File: config.mk
export PLATFORM = sky130hd
export DESIGN_NAME = msg_irq_status
export DESIGN_NICKNAME = d
export VERILOG_FILES = /design/src/rtl/msg_irq_status.sv
export SDC_FILE = /design/constraint.sdc
export NUM_CORES = 1
export LEC_CHECK = 0
export ABC_AREA = 0
export BUFFER_PORTS_ARGS = -buffer_cell sky130_fd_sc_hd__buf_2
export CAP_MARGIN = 20
export CORE_MARGIN = 1.5
export CORE_UTILIZATION = 50
export DETAILED_ROUTE_END_ITERATION = 8
export PLACE_DENSITY = 0.72
export SYNTH_ARGS = -nofsm -noshare
export SYNTH_HDL_FRONTEND = slang
export SYNTH_SLANG_ARGS = --single-unit
File: constraint.sdc
create_clock -name clk -period 1.8 [get_ports clk]
set_clock_uncertainty 0.1 [all_clocks]
set_input_delay 0 -clock clk [delete_from_list [all_inputs] [get_ports clk]]
set_output_delay 0 -clock clk [all_outputs]
set_load 0.02 [all_outputs]
File: src/rtl/msg_irq_status.sv
module msg_irq_status #(
  parameter int SA_W = 5
) (
  input  logic                  clk,
  input  logic                  rst_n,
  input  logic                  cfg_we,
  input  logic [2:0]            cfg_sel,
  input  logic [(1<<SA_W)-1:0]  cfg_wdata,
  input  logic                  msg_done,
  input  logic [SA_W-1:0]       msg_sa,
  input  logic                  msg_dir,
  input  logic                  msg_bcast,
  input  logic                  msg_is_mc,
  input  logic                  msg_err,
  input  logic                  buf_half,
  input  logic                  buf_full,
  input  logic                  stat_rd,
  output logic [8:0]            status,
  output logic                  irq
);
  localparam int NSA = 1 << SA_W;

  logic [4:0]     ctl;
  logic [NSA-1:0] rx_m, tx_m, bc_m, mc_m;
  logic [8:0]     st, set_v;
  logic           sa_hit, mc_hit;

  assign sa_hit = msg_bcast ? bc_m[msg_sa] : (msg_dir ? tx_m[msg_sa] : rx_m[msg_sa]);
  assign mc_hit = mc_m[msg_sa];

  always_comb begin
    set_v    = '0;
    set_v[0] = msg_done & ctl[1];
    set_v[1] = msg_done & msg_err & ctl[2];
    set_v[2] = msg_done & ~msg_is_mc & sa_hit;
    set_v[3] = msg_done & msg_is_mc & mc_hit;
    set_v[4] = buf_half & ctl[3];
    set_v[5] = buf_full & ctl[4];
    set_v[6] = set_v[2] & ~msg_bcast & ~msg_dir;
    set_v[7] = set_v[2] & ~msg_bcast & msg_dir;
    set_v[8] = set_v[2] & msg_bcast;
  end

  always_ff @(posedge clk) begin
    if (!rst_n) begin
      ctl  <= '0;
      rx_m <= '0;
      tx_m <= '0;
      bc_m <= '0;
      mc_m <= '0;
      st   <= '0;
    end else begin
      st <= (stat_rd ? 9'd0 : st) | set_v;
      if (cfg_we) begin
        case (cfg_sel)
          3'd0: ctl  <= cfg_wdata[4:0];
          3'd1: rx_m <= cfg_wdata;
          3'd2: tx_m <= cfg_wdata;
          3'd3: bc_m <= cfg_wdata;
          3'd4: mc_m <= cfg_wdata;
          default: ;
        endcase
      end
    end
  end

  assign status = st;
  assign irq    = ctl[0] & (|st);

  assert_sticky_R8: assert property (@(posedge clk) disable iff (!rst_n)
    !stat_rd |=> ((status & $past(status)) == $past(status)));

  assert_read_clears_R9: assert property (@(posedge clk) disable iff (!rst_n)
    (stat_rd && !msg_done && !buf_half && !buf_full) |=> (status == 9'd0));

  assert_irq_needs_cause_R10: assert property (@(posedge clk) disable iff (!rst_n)
    irq |-> (|status));

  assert_err_latched_R3: assert property (@(posedge clk) disable iff (!rst_n)
    (msg_done && msg_err && ctl[2]) |=> status[1]);

  assert_half_latched_R6: assert property (@(posedge clk) disable iff (!rst_n)
    (buf_half && ctl[3]) |=> status[4]);

  assert_full_latched_R7: assert property (@(posedge clk) disable iff (!rst_n)
    (buf_full && ctl[4]) |=> status[5]);
endmodule

==> qor.csv, run 1 <==
stage;metric;value;unit
status;status;complete, no violations;
sta;slew_headroom;56.24;%
placed_design;gp_congestion;0.8227;
logic_synthesis;async_flop_share;0;%
drt;drt-total-wl;16.87;mm
setup_path;path_class;reg2reg;
clock_tree;clock_latency;0.42;ns
setup_path;reg2regPathDepth;5;
drt;drc_errors;0;
logic_synthesis;synth-seq-area-share;44.95;%
global_route;antenna_found_initial;0;
cells_and_area;area_growth;26.25;%
global_route;track_usage;26.93;%
placed_design;port_buffers;60;
logic_synthesis;synth_edf_count;0;
die;coreArea;12160;sq um
min_path;hold_path_class;in2reg;
cells_and_area;multiInputGateArea;3276;sq um
drt;vias_per_cell;5.543;
cells_and_area;nFillCells;940;
sta;fin_crit_sh;99.12;%
die;io_pins;61;
cells_and_area;utilization;65.66;%
sta;drv_slew;0;
sta;report.final.hold_viol_count;0;
clock_tree;clockBufferDepth;2;
drt;routed-via-count;5404;
placed_design;dp.final_hpwl;11.20;mm
logic_synthesis;synthDominantCellAreaShare;44.95;%
global_route;grt_pass1_wl;27.17;mm
drt;drt-pass1-iter-count;5;
power;power_density;894.8;nW/um^2
die;rows;40;
min_path;holdPathEnd;tx_m[5];
flow_run;cap_violations;0;
clock_tree;cts_tree;done;
clock_tree;numCtsBuffers;17;
logic_synthesis;netlist_instances;694;
global_route;grt_overflow;0;
min_path;hold_depth;5;
clock_tree;htreeDepth;4;
power;max-vdd-ir-drop;0.0005755;V
drt;wire_per_inst;17.31;um
setup_path;rr_startpoint;rx_m[8];
logic_synthesis;netlist_area;6325;sq um
sta;setup_viol;0;
clock_tree;cts.clk_slew.worst_paths;0.06;ns
setup_path;timing.rr.end;status[7];
die;start_util;52.01;%
power;power.leakage;2.847;nW
power;power;7.145;mW
logic_synthesis;ys.flop_type;dfxtp_1;
clock_tree;cts_root_buffer;clkbuf_16;
clock_tree;cts_sinks;142;
logic_synthesis;synth_fp_nets;745;
min_path;hp-start;cfg_sel[0];
cells_and_area;diodes;0;
setup_path;cp.required;2.01;ns
logic_synthesis;synth-seq-cells;142;
setup_path;crit_path_start_kind;register;
die;die_h;115.5;um
cells_and_area;stdcell_area;7985;sq um
die;die_x;115.5;um
setup_path;worstPathArrival;1.99;ns
setup_path;regToRegSetupSlack;0.02;ns
logic_synthesis;yosysWarningCount;0;
cells_and_area;regArea;2843;sq um
logic_synthesis;synth.avg_cell_area;9.114;sq um
sta;worst_pin_slew;0.6564;ns
logic_synthesis;synth_common_cells;nand2_1 (266), dfxtp_1 (142), a21boi_0 (129);
logic_synthesis;synth_area_leaders;dfxtp_1 (45%), nand2_1 (16%), a21boi_0 (15%);
drt;ant_nets;0;
global_route;grt_pass1_vias;5465;
placed_design;postPlaceCellArea;6947;sq um
sta;max_freq;560.5;MHz
cells_and_area;nets;845;
logic_synthesis;post-synth-top-count-cell;nand2_1;
setup_path;cp-end-kind;register;
logic_synthesis;synth_cell_types;29;
setup_path;critPathMaxFanout;3;
cells_and_area;drive_above_1_share;19.21;%
drt;drt-initial-drc-count;465;
global_route;grt_max_degree;74;
die;dieArea;13330;sq um
logic_synthesis;synth.largest_area_cell;dfxtp_1;
sta;fin_crit;1.784;ns
-- cells in the final DEF, fill, tap and decap left out, types with 2 or more instances in the layout --
master	n
nand2_1	266
dfxtp_1	142
a21boi_0	129
buf_2	60
dlygate4sd3_1	46
mux4_2	31
clkbuf_16	17
mux2i_1	16
buf_4	16
nor2b_1	13
buf_12	11
a22oi_1	6
clkinv_2	5
nor2_1	4
nand3_1	4
clkinvlp_4	4
inv_1	3
mux4_1	3
clkbuf_1	3
a31oi_1	2
or2_2	2
and3_1	2
and2_1	2
a221oi_2	2
o41ai_1	2
o21ai_0	2
-- final cells by class --
| type | count | share of cell area [%] |
|---|---|---|
| clock buffers | 21 | 5.641 |
| multi-input cells | 497 | 41.02 |
| clock inverters | 11 | 1.175 |
| flip-flops and latches | 142 | 35.60 |
| repair buffers | 133 | 13.79 |
| inverters | 3 | 0.1410 |
| well taps | 168 | 2.632 |
-- worst max-delay path, cell delays in order, from the launching register on --
cell      delay, ns
dfxtp_1        0.32
mux4_1         0.50
mux2i_2        0.23
a221oi_2       0.12
a22oi_2        0.28
o41ai_1        0.12
-- flip-flops by register name, indices dropped and copies added, names as in the netlist --
register  cells
bc_m         32
ctl           5
mc_m         32
rx_m         32
status        9
tx_m         32
-- report_power, final --
group	total [mW]	internal (mW)	leakage, nW	switching [mW]
clock network	3.26	1.92	0.259	1.34
logic	0.639	0.317	1.44	0.322
registers	3.24	3.21	1.15	0.0345
total	7.15	5.45	2.85	1.70
-- logic make-up (layout without fill, tap and decap cells) --
group / after synthesis / in the layout / synth area share (%)
flops: 142 / 142 / 44.95
compound gates: 146 / 146 / 17.27
simple gates: 299 / 299 / 18.81
buf+inv: 55 / 168 / 3.838
mux: 52 / 52 / 15.13
-- stage by stage --
step,TNS [ns],hold WS (ns),setup WS (ns),std cells
after global placement,-0.2449,0.1556,-0.09007,897
after CTS,0,0.02251,0.03025,975
final,0,0.03171,0.01577,975
after global routing,-0.04975,0.05097,-0.02467,975
after floorplan,0,0.002393,0.08012,694
after detailed placement,-0.4176,0.1677,-0.1343,897
-- layer usage --
| layer | vias up | share of wire, % | track usage, % |
|---|---|---|---|
| met1 | 2612 | 42 | 32.78 |
| met5 | - | 0 | 0 |
| li1 | 2559 | - | - |
| met3 | 32 | 6.1 | 6.119 |
| met2 | 201 | 50 | 45.60 |
| met4 | 0 | 2.3 | 12.43 |
-- how the worst max path moves through the flow --
stage	startpoint	to	slack, ns	cells after the start
final	rx_m[8]	status[7]	0.02	5
after CTS	rx_m[31]	status[2]	0.03	5
after detailed placement	msg_sa[0]	status[7]	-0.13	7
after global routing	rx_m[8]	status[2]	-0.02	5
after floorplan	msg_sa[0]	status[3]	0.08	6
after global placement	msg_sa[1]	status[2]	-0.09	8
-- what timing repair did --
action | CTS | global route
buffers inserted | 0 | 0
endpoints found under the setup margin | 3 | 3
hold buffers | 46 | 0
gates resized for setup | 2 | 4
endpoints found under the hold margin | 142 | 0
Power figures use the tool's default switching activity.
==> inputs of run 2 (changes only) <==
--- a/config.mk
+++ b/config.mk
@@ -9,9 +9,9 @@
 export BUFFER_PORTS_ARGS = -buffer_cell sky130_fd_sc_hd__buf_2
 export CAP_MARGIN = 20
 export CORE_MARGIN = 1.5
-export CORE_UTILIZATION = 50
+export CORE_UTILIZATION = 45
 export DETAILED_ROUTE_END_ITERATION = 8
-export PLACE_DENSITY = 0.72
+export PLACE_DENSITY = 0.66
 export SYNTH_ARGS = -nofsm -noshare
 export SYNTH_HDL_FRONTEND = slang
 export SYNTH_SLANG_ARGS = --single-unit
==> run 2 against run 1 <==
Maximum frequency rose by 1.0%. Clock power increased by 5%. Largest power group unchanged. Non-clock buffer count grew 2. Largest cell class unchanged. Sequential share of layout area about the same. Cell count up 1.4%. Count of clock-buffer cells in the layout fell by 1.
==> qor.csv, run 2 (synthesized netlist as in run 1, its figures left out) <==
stage;metric;value;unit;change
status;status;complete, no violations;;
setup_path;crit_chain;mux4_2 > mux4_2 > mux2i_1 > o21ai_1;;
drt;ant_nets;0;;unchanged
setup_path;rr_startpoint;mc_m[23];;
drt;drc_errors;0;;unchanged
drt;vias_per_cell;5.431;;-2.0%
cells_and_area;area_growth;26.17;%;about the same
global_route;track_usage;23.99;%;-2.9 points
setup_path;crit_path_start_kind;register;;
clock_tree;clockBufferDepth;2;;unchanged
setup_path;cp-end-kind;register;;
min_path;hold_path_class;in2reg;;
die;start_util;45.92;%;-6.1 points
placed_design;dp.final_hpwl;11.09;mm;-1.0%
clock_tree;clock_latency;0.43;ns;about the same
sta;tns;0;ns;unchanged
clock_tree;cts_sinks;142;;unchanged
sta;grt_setup_unrepaired;true;;
sta;slew_headroom;53.28;%;-3.0 points
global_route;grt_max_degree;67;;-9.5%
setup_path;cp.required;2.02;ns;about the same
global_route;grt_pass1_wl;26.68;mm;-1.8%
die;io_pins;61;;unchanged
setup_path;path_class;reg2reg;;
cells_and_area;nets;847;;+0.24%
setup_path;crit_path_start;mc_m[23];;
clock_tree;htreeDepth;4;;unchanged
flow_run;cap_violations;0;;unchanged
global_route;grt_pass1_vias;5194;;-5.0%
clock_tree;cts_root_buffer;clkbuf_16;;
power;power.leakage;2.843;nW;-0.14%
drt;drt-total-wl;16.96;mm;+0.53%
die;dieArea;14780;sq um;+11%
sta;fin_crit;1.766;ns;-0.01847 ns
cells_and_area;final_cell_mix;nand2_1 (266), dfxtp_1 (141), a21boi_0 (129);;
power;power_density;914.2;nW/um^2;+2.2%
setup_path;cp_slowest_stage_delay;0.51;ns;about the same
power;max-vdd-ir-drop;0.0006764;V;+18%
cells_and_area;utilization;57.94;%;-7.7 points
setup_path;reg2regPathDepth;4;;-1
sta;worst_pin_slew;0.7008;ns;+0.04437 ns
setup_path;cp_common_cell;mux4_2;;
drt;routed-via-count;5371;;-0.61%
setup_path;worstPathArrival;1.98;ns;about the same
sta;fin_crit_sh;98.10;%;-1.0 points
die;rows;43;;+7.5%
sta;drv_slew;0;;unchanged
drt;drt-initial-drc-count;385;;-17%
cells_and_area;diodes;0;;unchanged
clock_tree;cts_tree;done;;
die;die_h;121.6;um;+5.3%
sta;max_freq;566.3;MHz;+1.0%
cells_and_area;mostFrequentLayoutCell;nand2_1;;
setup_path;worst_path_max_delay_cell;mux4_2;;
setup_path;crit_end;status[3];;
placed_design;post-place-ws;-0.1497;ns;-0.01534 ns
placed_design;port_buffers;60;;unchanged
sta;hold_ws;0.07341;ns;+0.04170 ns
global_route;antenna_found_initial;0;;unchanged
global_route;grt_overflow;0;;unchanged
setup_path;regToRegSetupSlack;0.03;ns;+0.02 ns
drt;drt-pass1-iter-count;5;;unchanged
sta;setup_viol;0;;unchanged
sta;setup_slack;0.03424;ns;+0.01847 ns
clock_tree;cts.clk_slew.worst_paths;0.06;ns;about the same
setup_path;critPathMaxFanout;2;;-1
setup_path;timing.rr.end;status[3];;
die;coreArea;13770;sq um;+13%
drt;wire_per_inst;17.15;um;-0.90%
placed_design;gp_congestion;0.8409;;+2.2%
die;die_x;121.6;um;+5.3%
clock_tree;numCtsBuffers;17;;unchanged
sta;report.final.hold_viol_count;0;;unchanged
cells_and_area;drive_above_1_share;20.15;%;+0.94 points
run 2: area by class of cell:
cell class	instances	area, sq um
Clock buffer	20	456.7
Clock inverter	12	118.9
Inverter	3	11.26
Fill cell	1192	5793
Multi-Input combinational cell	497	3276
Sequential cell	142	2844
Tap cell	180	225.2
Timing Repair Buffer	135	1049
run 2: worst min-delay path by stage:
stage                         start   endpoint  slack, ns  depth (start not counted)
after global routing      msg_sa[4]  status[3]       0.11                          4
after floorplan           msg_is_mc  status[6]      0.002                          1
after detailed placement  msg_is_mc  status[7]       0.17                          2
after CTS                 msg_sa[4]  status[3]       0.07                          4
after global placement     buf_full  status[5]       0.16                          3
final                     msg_sa[4]  status[3]       0.07                          4
run 2: report_power, final:
group | internal (mW) | leakage, nW | switching, mW
Clock | 2.09 | 0.285 | 1.33
Combinational | 0.306 | 1.41 | 0.322
Sequential | 3.21 | 1.15 | 0.0338
run 2: critical path: cells and delay by family (launching register included):
kind	cells	cell delay, ns
mux	3	1.16
compound gates	1	0.08
flops	1	0.31
run 2: per-stage QoR:
step | std cells | power [mW] | instance area [sq um]
2_1_floorplan | 694 | 3.606 | 6325
3_3_place_gp | 909 | 3.832 | 6887
3_5_place_dp | 909 | 3.846 | 6887
4_1_cts | 989 | 7.317 | 7955
5_1_grt | 989 | 7.539 | 7980
6_report | 989 | 7.295 | 7980
run 2: what timing repair did:
| item | 4_1_cts | 5_1_grt |
|---|---|---|
| endpoints found under the hold margin | 142 | 0 |
| buffers inserted | 0 | 0 |
| hold buffers | 48 | 0 |
| setup endpoints to repair | 3 | 5 |
| gates resized for setup | 3 | 10 |
| gates cloned | 0 | 0 |
| pin swaps | 2 | 4 |
run 2: metal layers:
metal  GRT usage [%]  wire [um]
met5               0          0
met4           9.632        395
met3           5.665       1042
met2           38.03       7909
met1           31.78       7615
==> inputs of run 3 (changes only) <==
==> constraint.sdc (replaced) <==
create_clock -name clk -period 1.8 [get_ports clk]
set_clock_uncertainty 0.1 [all_clocks]
set_input_delay 0 -clock clk [delete_from_list [all_inputs] [get_ports clk]]
set_output_delay 0 -clock clk [all_outputs]
set_load 0.1 [all_outputs]
==> run 3 against run 2 <==
Global-route usage increased by 0.17 points. Clock power grew 15%. Cell count increased by 0.30%. Critical path type unchanged.
==> qor.csv, run 3 (synthesized netlist as in run 1, its figures left out) <==
stage;metric;value;unit;change
status;status;complete, no violations;;
clock_tree;cts_sinks;142;;unchanged
drt;drt-pass1-iter-count;5;;unchanged
global_route;antenna_found_initial;0;;unchanged
cells_and_area;final_cell_mix;nand2_1 (266), dfxtp_1 (131), a21boi_0 (129);;
global_route;grt_max_degree;91;;+36%
power;power_density;960.0;nW/um^2;+5.0%
cells_and_area;nets;850;;+0.35%
cells_and_area;drive_above_1_share;21.67;%;+1.5 points
die;die_h;121.6;um;unchanged
power;power.leakage;2.931;nW;+3.1%
clock_tree;cts_tree;done;;
flow_run;cap_violations;0;;unchanged
sta;fin_crit;1.787;ns;+0.02133 ns
die;die_x;121.6;um;unchanged
sta;worst_pin_slew;0.6610;ns;-0.03980 ns
placed_design;dp.final_hpwl;11.48;mm;+3.6%
sta;grt_setup_unrepaired;true;;
sta;drv_slew;0;;unchanged
sta;setup_viol;0;;unchanged
drt;drc_errors;0;;unchanged
sta;report.final.hold_viol_count;0;;unchanged
setup_path;crit_path_start_kind;register;;
setup_path;path_class;reg2reg;;
setup_path;reg2regPathDepth;5;;+1
cells_and_area;area_growth;29.48;%;
cells_and_area;diodes;0;;unchanged
clock_tree;htreeDepth;4;;unchanged
sta;max_freq;559.6;MHz;-1.2%
cells_and_area;nFillCells;1163;;-2.4%
cells_and_area;regArea;2856;sq um;+0.44%
placed_design;port_buffers;60;;unchanged
power;max-vdd-ir-drop;0.0006372;V;-5.8%
setup_path;cp-end-kind;register;;
power;power;7.861;mW;+7.8%
setup_path;timing.rr.end;status[2];;
drt;routed-via-count;5336;;-0.65%
sta;slew_headroom;55.94;%;+2.7 points
drt;drt-total-wl;16.83;mm;-0.77%
global_route;grt_pass1_vias;5239;;+0.87%
die;io_pins;61;;unchanged
die;dieArea;14780;sq um;unchanged
cells_and_area;multiInputGateArea;3316;sq um;+1.2%
setup_path;worstPathArrival;1.98;ns;about the same
clock_tree;clockBufferDepth;2;;unchanged
die;coreArea;13770;sq um;unchanged
sta;fin_crit_sh;99.28;%;+1.2 points
setup_path;cp.required;1.99;ns;-0.03 ns
placed_design;dp.cells;910;;+0.11%
drt;drt-initial-drc-count;376;;-2.3%
global_route;grt_overflow;0;;unchanged
clock_tree;post_cts.repair.setup_buffers;0;;unchanged
global_route;grt_pass1_wl;27.10;mm;+1.6%
die;start_util;45.92;%;unchanged
cells_and_area;layoutNonFillerInstCount;992;;+0.30%
drt;vias_per_cell;5.379;;-0.95%
drt;wire_per_inst;16.97;um;-1.1%
cells_and_area;mostFrequentLayoutCell;nand2_1;;
clock_tree;cts.clk_slew.worst_paths;0.06;ns;about the same
clock_tree;cts_root_buffer;clkbuf_16;;
setup_path;crit_end;status[2];;
setup_path;critPathMaxFanout;3;;+1
global_route;track_usage;24.16;%;+0.17 points
setup_path;regToRegSetupSlack;0.01;ns;-0.02 ns
setup_path;crit_path_start;tx_m[23];;
setup_path;rr_startpoint;tx_m[23];;
placed_design;gp_congestion;0.7744;;-7.9%
drt;ant_nets;0;;unchanged
sta;tns;0;ns;unchanged
die;rows;43;;unchanged
clock_tree;numCtsBuffers;17;;unchanged
clock_tree;clock_latency;0.42;ns;about the same
min_path;hold_path_class;in2reg;;
cells_and_area;utilization;59.46;%;+1.5 points
-- run 3: cell count changes in the layout (fill, tap and decap cells not counted), sizes merged --
cell         before  now
clkbuf           21   18
dlygate4sd3      48   50
inv               3    5
bufinv            2    6
buf              86   87
clkinv            8    5
-- run 3: metrics by stage --
stage,instance area [sq um],setup WS [ns],hold WS (ns)
2_1_floorplan,6351,0.07775,-0.005082
3_3_place_gp,6958,-0.05305,0.1456
3_5_place_dp,6958,-0.1293,0.1517
4_1_cts,8140,0.01462,0.03159
5_1_grt,8189,-0.06412,0.06671
6_report,8189,0.01290,0.05981
-- run 3: metal layers --
| metal | wire length, um | share of wire [%] | track usage (%) | vias to the layer above |
|---|---|---|---|---|
| li1 | - | - | - | 2572 |
| met1 | 7335 | 44 | 30.78 | 2582 |
| met2 | 8258 | 49 | 39.97 | 146 |
| met3 | 801 | 4.8 | 4.448 | 36 |
| met4 | 438 | 2.6 | 11.10 | 0 |
| met5 | 0 | 0 | 0 | - |
-- run 3: timing repair --
action,in CTS,in global routing
resized for setup,3,11
hold buffers,50,0
endpoints found under the setup margin,4,5
endpoints found under the hold margin,142,0
pin swaps,0,4
-- run 3: final cells by class --
class / count / share of cell area, %
well taps: 180 / 2.750
clock inverters: 15 / 2.949
clock buffers: 17 / 5.195
flip-flops and latches: 142 / 34.88
inverters: 3 / 0.1375
repair buffers: 138 / 13.60
multi-input cells: 497 / 40.49
-- run 3: worst min path at each step --
stage,start,to,slack [ns],cells after the start
floorplan,msg_is_mc,status[6],-0.005,1
global placement,msg_is_mc,status[6],0.15,2
detailed placement,msg_is_mc,status[7],0.15,2
CTS,cfg_sel[0],tx_m[0],0.03,5
global route,cfg_sel[0],tx_m[7],0.07,5
finish,cfg_sel[0],tx_m[0],0.06,5
-- run 3: worst max-delay path: stages, from the launching register on --
cell and delay, ns:
dfxtp_1 0.31, mux4_2 0.49, mux2i_1 0.26, a22oi_1 0.15, a22oi_2 0.22, a31oi_1 0.13
-- run 3: report_power, final --
group          internal [mW]  switching [mW]
combinational          0.317           0.338
clock                   2.60            1.37
sequential              3.21          0.0347
total                   6.12            1.74
